`config.mk`:
```
export PLATFORM = sky130hd
export DESIGN_NAME = sio_tx
export DESIGN_NICKNAME = d
export VERILOG_FILES = /design/src/rtl/sio_tx_pkg.sv /design/src/rtl/sio_tx_hold.sv /design/src/rtl/sio_tx_shift.sv /design/src/rtl/sio_tx.sv
export SDC_FILE = /design/constraint.sdc
export NUM_CORES = 1
export LEC_CHECK = 0
export ABC_AREA = 1
export CORE_ASPECT_RATIO = 0.8
export CORE_MARGIN = 5
export CORE_UTILIZATION = 42
export DETAILED_ROUTE_END_ITERATION = 6
export MAX_ROUTING_LAYER = met4
export REMOVE_ABC_BUFFERS = 1
export SLEW_MARGIN = 20
export SYNTH_ARGS = -nofsm -noshare
export SYNTH_HDL_FRONTEND = slang
export SYNTH_SLANG_ARGS = --single-unit
export TNS_END_PERCENT = 10
```
`constraint.sdc`:
```
create_clock -name clk -period 2.85 [get_ports clk]
set_input_delay 0.4275 -clock clk [delete_from_list [all_inputs] [get_ports clk]]
set_output_delay 0.4275 -clock clk [all_outputs]
set_load 0.03 [all_outputs]
```
`src/rtl/sio_tx_pkg.sv`:
```
package sio_tx_pkg;
  typedef enum logic [1:0] {
    MODE_ASYNC    = 2'b00,
    MODE_ASYNC_AD = 2'b01,
    MODE_SYNC     = 2'b10,
    MODE_RSVD     = 2'b11
  } sio_mode_e;
endpackage

```
`src/rtl/sio_tx_hold.sv`:
```
module sio_tx_hold #(
  parameter int DW = 8
) (
  input  logic          clk,
  input  logic          rst_n,
  input  logic          wr_stb,
  input  logic [DW-1:0] wr_data,
  input  logic          run,
  input  logic          load,
  output logic          hold_full,
  output logic [DW-1:0] hold_data,
  output logic          tx_empty
);
  logic          full_d, empty_d, data_en;
  logic [DW-1:0] data_d;

  assign data_en = wr_stb && run;

  always_comb begin
    full_d = hold_full;
    if (load)    full_d = 1'b0;
    if (data_en) full_d = 1'b1;
    data_d = data_en ? wr_data : hold_data;
    empty_d = tx_empty;
    if (!run)         empty_d = 1'b1;
    else if (wr_stb)  empty_d = 1'b0;
    else if (load)    empty_d = 1'b1;
  end

  always_ff @(posedge clk or negedge rst_n) begin
    if (!rst_n) begin
      hold_full <= 1'b0;
      tx_empty  <= 1'b1;
    end else begin
      hold_full <= full_d;
      tx_empty  <= empty_d;
    end
  end

  always_ff @(posedge clk) begin
    if (data_en) hold_data <= data_d;
  end
endmodule

```
`src/rtl/sio_tx_shift.sv`:
```
module sio_tx_shift
  import sio_tx_pkg::*;
#(
  parameter  int DW = 8,
  localparam int FW = DW + 4,
  localparam int CW = $clog2(FW + 1)
) (
  input  logic          clk,
  input  logic          rst_n,
  input  logic          bit_tick,
  input  sio_mode_e     mode,
  input  logic          two_stop,
  input  logic          addr_flag,
  input  logic          hold_full,
  input  logic [DW-1:0] hold_data,
  output logic          load,
  output logic          busy,
  output logic          ser_out,
  output logic          sck
);
  logic          busy_q, busy_d, sync_q, sync_d, phase_q, phase_d;
  logic [FW-1:0] sreg_q, sreg_d, frame;
  logic [CW-1:0] cnt_q, cnt_d, flen;
  logic          ld_sync, ld_ad, last_bit;

  // frame image for the byte waiting in the holding register
  always_comb begin
    ld_sync = (mode == MODE_SYNC);
    ld_ad   = (mode == MODE_ASYNC_AD);
    frame   = '1;
    if (ld_sync) begin
      frame[DW-1:0] = hold_data;
      flen          = CW'(DW);
    end else begin
      frame[0]    = 1'b0;
      frame[DW:1] = hold_data;
      if (ld_ad) frame[DW+1] = addr_flag;
      flen = CW'(DW + 2 + (ld_ad ? 1 : 0) + (two_stop ? 1 : 0));
    end
  end

  assign last_bit = busy_q && (cnt_q == '0) && (!sync_q || phase_q);
  assign load     = bit_tick && hold_full && (!busy_q || last_bit);

  always_comb begin
    busy_d  = busy_q;
    sync_d  = sync_q;
    phase_d = phase_q;
    sreg_d  = sreg_q;
    cnt_d   = cnt_q;
    if (load) begin
      busy_d  = 1'b1;
      sync_d  = ld_sync;
      phase_d = 1'b0;
      sreg_d  = frame;
      cnt_d   = flen - CW'(1);
    end else if (bit_tick && busy_q) begin
      if (last_bit) begin
        busy_d  = 1'b0;
        phase_d = 1'b0;
      end else if (sync_q && !phase_q) begin
        phase_d = 1'b1;
      end else begin
        sreg_d  = {1'b1, sreg_q[FW-1:1]};
        cnt_d   = cnt_q - CW'(1);
        phase_d = 1'b0;
      end
    end
  end

  always_ff @(posedge clk or negedge rst_n) begin
    if (!rst_n) begin
      busy_q  <= 1'b0;
      sync_q  <= 1'b0;
      phase_q <= 1'b0;
      sreg_q  <= '1;
      cnt_q   <= '0;
    end else begin
      busy_q  <= busy_d;
      sync_q  <= sync_d;
      phase_q <= phase_d;
      sreg_q  <= sreg_d;
      cnt_q   <= cnt_d;
    end
  end

  assign busy    = busy_q;
  assign ser_out = busy_q ? sreg_q[0] : 1'b1;
  assign sck     = (busy_q && sync_q) ? phase_q : 1'b1;
endmodule

```
`src/rtl/sio_tx.sv`:
```
module sio_tx
  import sio_tx_pkg::*;
#(
  parameter int DW = 8
) (
  input  logic          clk,
  input  logic          rst_n,
  input  logic          bit_tick,
  input  logic          wr_stb,
  input  logic [DW-1:0] wr_data,
  input  logic [1:0]    mode,
  input  logic          two_stop,
  input  logic          addr_flag,
  input  logic          tx_en,
  input  logic          rx_en,
  input  logic          irq_en,
  output logic          ser_out,
  output logic          sck,
  output logic          tx_empty,
  output logic          irq
);
  sio_mode_e     mode_e;
  logic          run, load, busy, hold_full;
  logic [DW-1:0] hold_data;

  assign mode_e = sio_mode_e'(mode);
  assign run    = tx_en || ((mode_e == MODE_SYNC) && rx_en);

  sio_tx_hold #(.DW(DW)) u_hold (
    .clk(clk), .rst_n(rst_n), .wr_stb(wr_stb), .wr_data(wr_data),
    .run(run), .load(load), .hold_full(hold_full),
    .hold_data(hold_data), .tx_empty(tx_empty)
  );

  sio_tx_shift #(.DW(DW)) u_shift (
    .clk(clk), .rst_n(rst_n), .bit_tick(bit_tick), .mode(mode_e),
    .two_stop(two_stop), .addr_flag(addr_flag), .hold_full(hold_full),
    .hold_data(hold_data), .load(load), .busy(busy),
    .ser_out(ser_out), .sck(sck)
  );

  assign irq = tx_empty && irq_en;
endmodule

```
==> flow_summary.yaml, run 1 <==
synth:
  synth_compound_area_share_pct: 14.6
  synth_adder_area_share_pct: 1.71
  synth-simple-area-share_pct: 24.6
  yosysSeqAreaShare_pct: 49.9
  synth.most_common_cell: "nand2_1"
  synth_flop_cell: "dfstp_2"
  synth_top_family_by_area: "simple AND/OR/NAND/NOR gates"
  synth_common_cells: "45 x nand2_1, 11 x dfstp_2, 10 x o21ai_1"
  yosys-top-cells-area: "dfstp_2 20%, edfxtp_1 16%, dfrtp_1 14%"
  syn_area_per_cell_sq_um: 9.25
  yosys.area.top_type: "dfstp_2"
  netlist_instances: 158
  async_reset_ff_share_pct: 70.4
  ys_warn_count: 0
  synth_xor_area_share_pct: 0
  synth-edff-count: 8
  synth_mux_area_share_pct: 0.771
  syn-cell-area_sq_um: 1460
  synth_cell_types: 31
  synth_top_area_share_pct: 19.8
  ys_ff_latch: 27
placement:
  gp_congestion: 0.827
  dp_cells: 215
  dp_hpwl_um: 2230
  io_buffers: 22
status:
  status: "finished clean"
clock_network:
  cts_setup_buffers: 0
  worstSkewPairLatency_ns: 0.27
  cts.sinks: 27
  cts_buffers: 3
  cts_resized: 0
  clkTransAtPathRegs_ns: 0.09
  cts_buffer_depth: 2
  cts_root_buf: "clkbuf_8"
  cts_tree: "yes"
  holdBufCountCts: 0
  htreeDepth: 1
layout:
  drive_gt1_share_pct: 25.4
  fin_cells: 219
  postLayoutCoreUtil_pct: 50.6
  antenna_cells: 0
  nFillCells: 288
  area_growth_pct: 17.8
  final_nets: 199
hold_path:
  hold_path.class: "reg2reg"
  hp-start: "u_shift.sreg_q[0]"
floorplanning:
  core_sq_um: 3400
  io_pins: 23
  rows: 19
  die_area_sq_um: 4770
  die_x_um: 76.0
  die_y_um: 62.8
  initial_core_util_pct: 43.0
routing:
  route.detailed.drc: 0
  drt_pass1_iterations: 5
  num_vias: 1068
  ant_nets: 0
  vias_per_cell: 4.88
  finalWirelength_um: 2840
  drt_iter0_drc: 66
  wl_per_cell_um: 12.9
global_route:
  grt_max_degree: 21
  overflow: 0
  grt.total_usage_pct: 13.5
  antenna_found_initial: 0
  grt_pass1_vias: 1094
  grt_pass1_wl_um: 5130
timing:
  finalCritPeriodShare_pct: 73.6
  slew_violations: 0
  rsz0062_at_grt: "false"
  setup_tns_ns: 0
  tightest_slew_ns: 0.851
  min_period_ns: 2.10
  max_freq_mhz: 477
  setup_viol: 0
  slew_headroom_pct: 43.1
  hold_viol: 0
  skew_ns: 0.00235
setup_path:
  r2r_start: "u_shift.cnt_q[1]"
  cp-start-kind: "flip-flop"
  crit_arrival_ns: 1.67
  crit_chain: "inv_1 -> or2_2 -> clkdlybuf4s50_1"
  crit_start: "u_shift.busy"
  crit_required_ns: 2.42
  critical-path-slowest-cell: "clkdlybuf4s50_1"
  setup.worst_path.end_class: "output port"
  worstSetupPathType: "reg2out"
  cpLargestDelayFamily: "buffers and inverters"
  crit_buf_inv: 2
  max_stage_delay_ns: 0.59
  crit_fanout: 4
pwr:
  power_density_nw_per_um2: 897
  peakVddDrop_v: 0.000373
  p_leak_nw: 0.739
flow_run:
  max_cap_viol_count: 0
## through the flow
stage	total power [mW]	instance area (sq um)	hold WS (ns)	setup slack (ns)
final	1.54	1720	0.465	0.752
after global placement	1.31	1670	0.451	0.689
after detailed placement	1.33	1670	0.459	0.606
after global routing	1.68	1720	0.490	0.685
after floorplan	1.15	1400	0.132	1.25
after CTS	1.56	1720	0.469	0.741
## logic make-up (layout without fill, tap and decap cells)
kind of cell | after synthesis | count (layout)
and+or+nand+nor | 75 | 75
adders and majority gates | 2 | 2
DFF | 27 | 27
buffers and inverters | 23 | 42
AOI/OAI and AO/OA | 30 | 30
muxes | 1 | 1
## worst paths after layout
path                                      to  slack, ns  depth (start not counted)
max                                  ser_out       0.75                          3
max reg2reg                 u_shift.cnt_q[2]       1.02                          9
max in group asynchronous   u_shift.cnt_q[2]       1.70                          1
min in group asynchronous   u_shift.cnt_q[1]       0.63                          1
min                        u_shift.sreg_q[0]       0.47                          2
min reg2reg                u_shift.sreg_q[0]       0.47                          2
## layout by cell type, fill, tap and decap left out
master / Yosys / routed
clkdlybuf4s50_1: 0 / 22
a31oi_2: 1 / 1
nor2_4: 2 / 2
ha_1: 2 / 2
nor3_1: 1 / 1
nand2_2: 4 / 4
inv_6: 0 / 1
a21o_1: 1 / 1
inv_2: 8 / 8
nand2_4: 1 / 1
o21bai_4: 1 / 1
or2_2: 1 / 1
nand4_2: 1 / 1
mux2_1: 1 / 1
nand2_1: 45 / 45
nor2_1: 9 / 9
o21ai_2: 9 / 9
o211ai_1: 1 / 1
o21ai_1: 10 / 10
nand3_2: 2 / 2
o21ai_0: 3 / 3
o21a_1: 1 / 1
clkbuf_8: 0 / 3
dfstp_2: 11 / 11
inv_1: 8 / 8
a31oi_1: 1 / 1
nand3_1: 2 / 2
dfrtp_1: 8 / 8
a21oi_1: 2 / 2
nand4_1: 7 / 7
edfxtp_1: 8 / 8
## area by class of cell
cell class | instances | area (sq um) | area share [%]
clock buffer | 3 | 41.3 | 2.40
tap | 42 | 52.6 | 3.05
clock inverter | 1 | 8.76 | 0.509
inverter | 16 | 60.1 | 3.49
multi-input combinational | 108 | 609 | 35.4
sequential | 27 | 729 | 42.4
timing repair buffer | 22 | 220 | 12.8
## power by group
| group | leakage (nW) | internal [mW] | switching, mW |
|---|---|---|---|
| clock network | 0.0261 | 0.103 | 0.122 |
| logic | 0.429 | 0.258 | 0.415 |
| registers | 0.284 | 0.566 | 0.0806 |
## state kept, by name (all words and copies together) (netlist names)
register          count
u_shift.sreg_q       10
u_shift.sync_q        1
u_shift.busy          1
u_hold.hold_full      1
u_shift.cnt_q         4
u_shift.phase_q       1
u_hold.tx_empty       1
u_hold.hold_data      8
## worst register-to-register path, stage by stage (launching register included)
cell and delay, ns:
dfrtp_1 0.41, nor2_1 0.11, nand2_1 0.13, o21bai_4 0.33, nand2_4 0.14, nand2_1 0.11
nand2_2 0.06, ha_1 0.21, a21oi_1 0.16, o21ai_2 0.07
## metal layers
| metal | vias up | routed length [um] | GRT usage, % |
|---|---|---|---|
| met5 | - | 0 | - |
| met2 | 31 | 1240 | 20.0 |
| met1 | 471 | 1410 | 18.7 |
| li1 | 562 | - | - |
| met3 | 4 | 163 | 3.75 |
| met4 | 0 | 21 | 2.67 |
Note: power is estimated with default switching activity, not from simulation.
==> inputs of run 2 (changes only) <==
--- a/config.mk
+++ b/config.mk
@@ -11,6 +11,7 @@
 export CORE_UTILIZATION = 42
 export DETAILED_ROUTE_END_ITERATION = 6
 export MAX_ROUTING_LAYER = met4
+export PLACE_DENSITY = 0.67
 export REMOVE_ABC_BUFFERS = 1
 export SLEW_MARGIN = 20
 export SYNTH_ARGS = -nofsm -noshare
==> constraint.sdc (replaced) <==
create_clock -name clk -period 1.7 [get_ports clk]
set_input_delay 0.255 -clock clk [delete_from_list [all_inputs] [get_ports clk]]
set_output_delay 0.255 -clock clk [all_outputs]
set_load 0.03 [all_outputs]
==> run 2 against run 1 <==
Power grew 86%. Wire length grew 7.9%. First-iteration DRC count shrank 7.6%. Hold slack lost 0.16 ns. Critical endpoint is now u_shift.cnt_q[2]. Highest routed layer unchanged.
==> flow_summary.yaml, run 2 (synthesis gave the netlist of run 1 again) <==
layout:
  final_common_cell: "nand2_1"
  most-common-layout-cells: "44 x nand2_1, 21 x buf_4, 18 x clkdlybuf4s50_1"
  ff_latch_area_sq_um: 729
  final_nets: 219
  reg_top3: "u_shift.sreg_q: 10 flops, u_hold.hold_data: 8 flops, u_shift.cnt_q: 4 flops"
  postLayoutCoreUtil_pct: 55.6
  area_growth_pct: 29.3
  drive_gt1_share_pct: 36.5
  nFillCells: 312
  antenna_cells: 0
  multiInputGateArea_sq_um: 636
  regMostFlops: "u_shift.sreg_q"
  largest_reg_flops: 10
routing:
  vias_per_cell: 4.94
  wl_per_cell_um: 12.8
  top_layer: "met4"
  ant_nets: 0
  finalWirelength_um: 3060
  num_vias: 1180
  drt_pass1_iterations: 4
  drt_iter0_drc: 61
  route.detailed.drc: 0
  wl_met2_um: 1410
  drt-met1-wl_um: 1470
  wl_met3_um: 147
flow_run:
  max_cap_viol_count: 0
timing:
  max_freq_mhz: 597
  slew_headroom_pct: 72.6
  slew_violations: 0
  hold_viol: 0
  setup_tns_ns: 0
  tightest_slew_ns: 0.410
  rsz0062_at_grt: "true"
  min_period_ns: 1.67
  finalCritPeriodShare_pct: 98.5
  skew_ns: 0.00757
  setup_viol: 0
global_route:
  antenna_found_initial: 0
  grt_pass1_vias: 1169
  grt.total_usage_pct: 14.2
  grt_max_degree: 21
  grt_pass1_wl_um: 5400
  overflow: 0
setup_path:
  worstRegToRegCells: 11
  crit_required_ns: 1.87
  cp-start-kind: "flip-flop"
  reg2reg_slack_ns: 0.03
  r2r_start: "u_shift.cnt_q[2]"
  setup.worst_path.end_class: "flip-flop"
  r2r-end: "u_shift.cnt_q[2]"
  crit_arrival_ns: 1.85
  worstSetupPathType: "reg2reg"
  crit_fanout: 6
status:
  status: "finished clean"
clock_network:
  clkTransAtPathRegs_ns: 0.10
  cts.sinks: 27
  cts_buffers: 3
  cts_buffer_depth: 2
  cts_root_buf: "clkbuf_8"
  htreeDepth: 1
  cts_tree: "yes"
  holdBufCountCts: 0
  worstSkewPairLatency_ns: 0.28
floorplanning:
  die_y_um: 62.8
  rows: 19
  initial_core_util_pct: 43.0
  die_area_sq_um: 4770
  die_x_um: 76.0
  core_sq_um: 3400
  io_pins: 23
hold_path:
  hold_path.class: "in2async"
placement:
  io_buffers: 22
  gp_congestion: 0.799
  dp_hpwl_um: 2330
pwr:
  p_leak_nw: 0.834
  power_density_nw_per_um2: 1520
  peakVddDrop_v: 0.000555
-- run 2: per-stage QoR --
step                setup slack [ns]  instances  power [mW]  hold WS [ns]  instance area (sq um)
floorplan                      0.101        151        1.93       -0.0406                   1400
global placement              -0.105        229        2.28         0.454                   1770
detailed placement            -0.169        229        2.33         0.462                   1770
CTS                          -0.0196        233        2.70         0.303                   1820
global route                 -0.0771        239        3.10         0.318                   1890
finish                        0.0261        239        2.87         0.301                   1890
-- run 2: layout make-up --
cell class	count	share of cell area, %
sequential	27	38.6
multi-input combinational	108	33.6
timing repair buffer	42	19.1
inverter	16	3.31
tap	42	2.78
clock buffer	3	2.19
clock inverter	1	0.397
-- run 2: how the worst max path moves through the flow --
stage / from / cells past startpoint / endpoint / slack (ns)
floorplan: u_shift.cnt_q[1] / 9 / u_shift.cnt_q[2] / 0.10
global placement: mode[1] / 10 / u_shift.cnt_q[2] / -0.11
detailed placement: mode[1] / 10 / u_shift.cnt_q[2] / -0.17
CTS: u_shift.cnt_q[1] / 9 / u_shift.cnt_q[2] / -0.02
global route: u_shift.cnt_q[2] / 11 / u_shift.cnt_q[2] / -0.08
finish: u_shift.cnt_q[2] / 11 / u_shift.cnt_q[2] / 0.03
-- run 2: where the power goes --
| group | internal, mW | total [mW] | switching [mW] |
|---|---|---|---|
| sequential | 0.948 | 1.09 | 0.143 |
| combinational | 0.608 | 1.40 | 0.789 |
| clock | 0.167 | 0.379 | 0.212 |
| total | 1.72 | 2.87 | 1.14 |
-- run 2: layer usage --
layer  up-vias  GRT usage [%]
met3         5           3.75
li1        601              -
met2        25           22.1
met1       549           18.5
met4         0           3.33
met5         -              -
-- run 2: critical path, cell delays in order, from the launching register on --
cell      delay, ns
dfrtp_1        0.42
nor2_2         0.12
nand2_2        0.09
o21bai_4       0.27
nand2_4        0.09
nand2_1        0.08
nand2_1        0.06
inv_2          0.08
ha_4           0.14
nand3_1        0.09
nand2_1        0.09
o21ai_2        0.05
-- run 2: timing repair --
item | in CTS | in global routing
pin swaps | 0 | 3
setup endpoints to repair | 4 | 13
buffers inserted | 0 | 6
resized for setup | 4 | 10
==> inputs of run 3 (changes only) <==
--- a/config.mk
+++ b/config.mk
@@ -11,7 +11,6 @@
 export CORE_UTILIZATION = 42
 export DETAILED_ROUTE_END_ITERATION = 6
 export MAX_ROUTING_LAYER = met4
-export PLACE_DENSITY = 0.67
 export REMOVE_ABC_BUFFERS = 1
 export SLEW_MARGIN = 20
 export SYNTH_ARGS = -nofsm -noshare
==> constraint.sdc (replaced) <==
create_clock -name clk -period 1.9 [get_ports clk]
set_input_delay 0.285 -clock clk [delete_from_list [all_inputs] [get_ports clk]]
set_output_delay 0.285 -clock clk [all_outputs]
set_load 0.03 [all_outputs]
==> run 3 against run 2 <==
Non-clock buffer count shrank 13. Design area decreased by 6.3%. Sequential share of layout area increased by 2.6 points. Largest power group unchanged. First-iteration DRC count down 38%. Setup slack better by 0.071 ns. Critical path depth is 8 lower. Final cell count is 5.4% lower. Wire length decreased by 7.6%.
==> flow_summary.yaml, run 3 (synthesis gave the netlist of run 1 again) <==
timing:
  tightest_slew_ns: 0.405
  setup_viol: 0
  skew_ns: 0.00493
  slew_violations: 0
  max_freq_mhz: 555
  min_period_ns: 1.80
  setup_slack_ns: 0.0969
  finalCritPeriodShare_pct: 94.9
  rsz0062_at_grt: "false"
  setup_tns_ns: 0
  slew_headroom_pct: 73.0
  hold_viol: 0
floorplanning:
  io_pins: 23
  die_x_um: 76.0
  die_y_um: 62.8
  core_sq_um: 3400
  initial_core_util_pct: 43.0
  die_area_sq_um: 4770
  rows: 19
clock_network:
  holdBufCountCts: 0
  worstSkewPairLatency_ns: 0.27
  cts_tree: "yes"
  cts_root_buf: "clkbuf_8"
  cts_buffers: 3
  clkTransAtPathRegs_ns: 0.09
  htreeDepth: 1
  cts.sinks: 27
  cts_buffer_depth: 2
setup_path:
  crit_start: "u_shift.phase_q"
  max_stage_delay_ns: 0.59
  crit_required_ns: 1.62
  crit_arrival_ns: 1.52
  crit_chain: "nor2_4 -> nand2_1 -> clkdlybuf4s50_1"
  setup.worst_path.end_class: "output port"
  worstSetupPathType: "reg2out"
  critical-path-slowest-cell: "clkdlybuf4s50_1"
  crit_fanout: 3
  worstRegToRegCells: 9
  r2r_start: "u_shift.cnt_q[1]"
  cp-start-kind: "flip-flop"
routing:
  drt_pass1_iterations: 4
  ant_nets: 0
  num_vias: 1098
  wl_per_cell_um: 12.5
  route.detailed.drc: 0
  drt_iter0_drc: 38
  finalWirelength_um: 2830
  vias_per_cell: 4.86
status:
  status: "finished clean"
layout:
  final_nets: 206
  most-common-layout-cells: "45 x nand2_1, 20 x clkdlybuf4s50_1, 11 x dfstp_2"
  largest_reg_flops: 10
  final_common_cell: "nand2_1"
  reg_top3: "u_shift.sreg_q: 10 flops, u_hold.hold_data: 8 flops, u_shift.cnt_q: 4 flops"
  finalInstanceArea_sq_um: 1770
  area_growth_pct: 21.1
  regMostFlops: "u_shift.sreg_q"
  antenna_cells: 0
  postLayoutCoreUtil_pct: 52.1
  drive_gt1_share_pct: 27.7
  nFillCells: 319
global_route:
  grt_max_degree: 21
  grt.total_usage_pct: 13.4
  grt_pass1_wl_um: 5090
  antenna_found_initial: 0
  overflow: 0
  grt_pass1_vias: 1110
flow_run:
  max_cap_viol_count: 0
pwr:
  power_density_nw_per_um2: 1320
  p_leak_nw: 0.786
  peakVddDrop_v: 0.000562
placement:
  io_buffers: 22
  preCtsSetupSlack_ns: 0.00356
  gp_congestion: 0.786
  dp_hpwl_um: 2230
  placed_cell_area_sq_um: 1720
hold_path:
  hold_path.class: "in2async"
-- run 3: final timing paths --
| check | to | slack (ns) |
|---|---|---|
| worst max-delay path | sck | 0.1 |
| worst min-delay path | u_shift.cnt_q[0] | 0.33 |
| worst max register to register | u_shift.cnt_q[2] | 0.20 |
| worst min register to register | u_shift.sreg_q[0] | 0.48 |
| max in group asynchronous | u_hold.tx_empty | 1.30 |
| min in group clk | u_shift.sreg_q[0] | 0.48 |
-- run 3: worst max-delay path, delay by kind of cell, from the launching register on --
kind	cells	cell delay [ns]
simple gates	2	0.24
buf+inv	1	0.59
flops	1	0.42
-- run 3: layout make-up --
| cell class | instances | area, sq um | area share, % |
|---|---|---|---|
| Sequential cell | 27 | 729 | 41.2 |
| Multi-Input combinational cell | 108 | 609 | 34.4 |
| Inverter | 16 | 60.1 | 3.39 |
| Clock buffer | 4 | 45.0 | 2.54 |
| Tap cell | 42 | 52.6 | 2.97 |
| Timing Repair Buffer | 29 | 274 | 15.5 |
-- run 3: per-stage QoR --
step,hold slack [ns],instances,power (mW)
after floorplan,-0.0106,151,1.73
after CTS,0.344,226,2.37
after global routing,0.356,226,2.53
after detailed placement,0.470,222,2.04
after global placement,0.458,222,2.01
final,0.331,226,2.34
-- run 3: layer usage --
| metal | track usage (%) | vias to the layer above | share of wire [%] |
|---|---|---|---|
| met5 | - | - | 0 |
| met4 | 3.11 | 0 | 0.81 |
| met3 | 3.60 | 4 | 3.9 |
| met2 | 20.2 | 19 | 44 |
| met1 | 18.0 | 500 | 51 |
| li1 | - | 575 | - |
-- run 3: power breakdown --
group / switching [mW] / internal, mW
clock network: 0.177 / 0.150
registers: 0.120 / 0.848
logic: 0.630 / 0.414
-- run 3: what timing repair did --
action | in CTS | in global routing
gates resized for setup | 1 | 1
setup endpoints to repair | 1 | 1
buffers inserted | 0 | 0
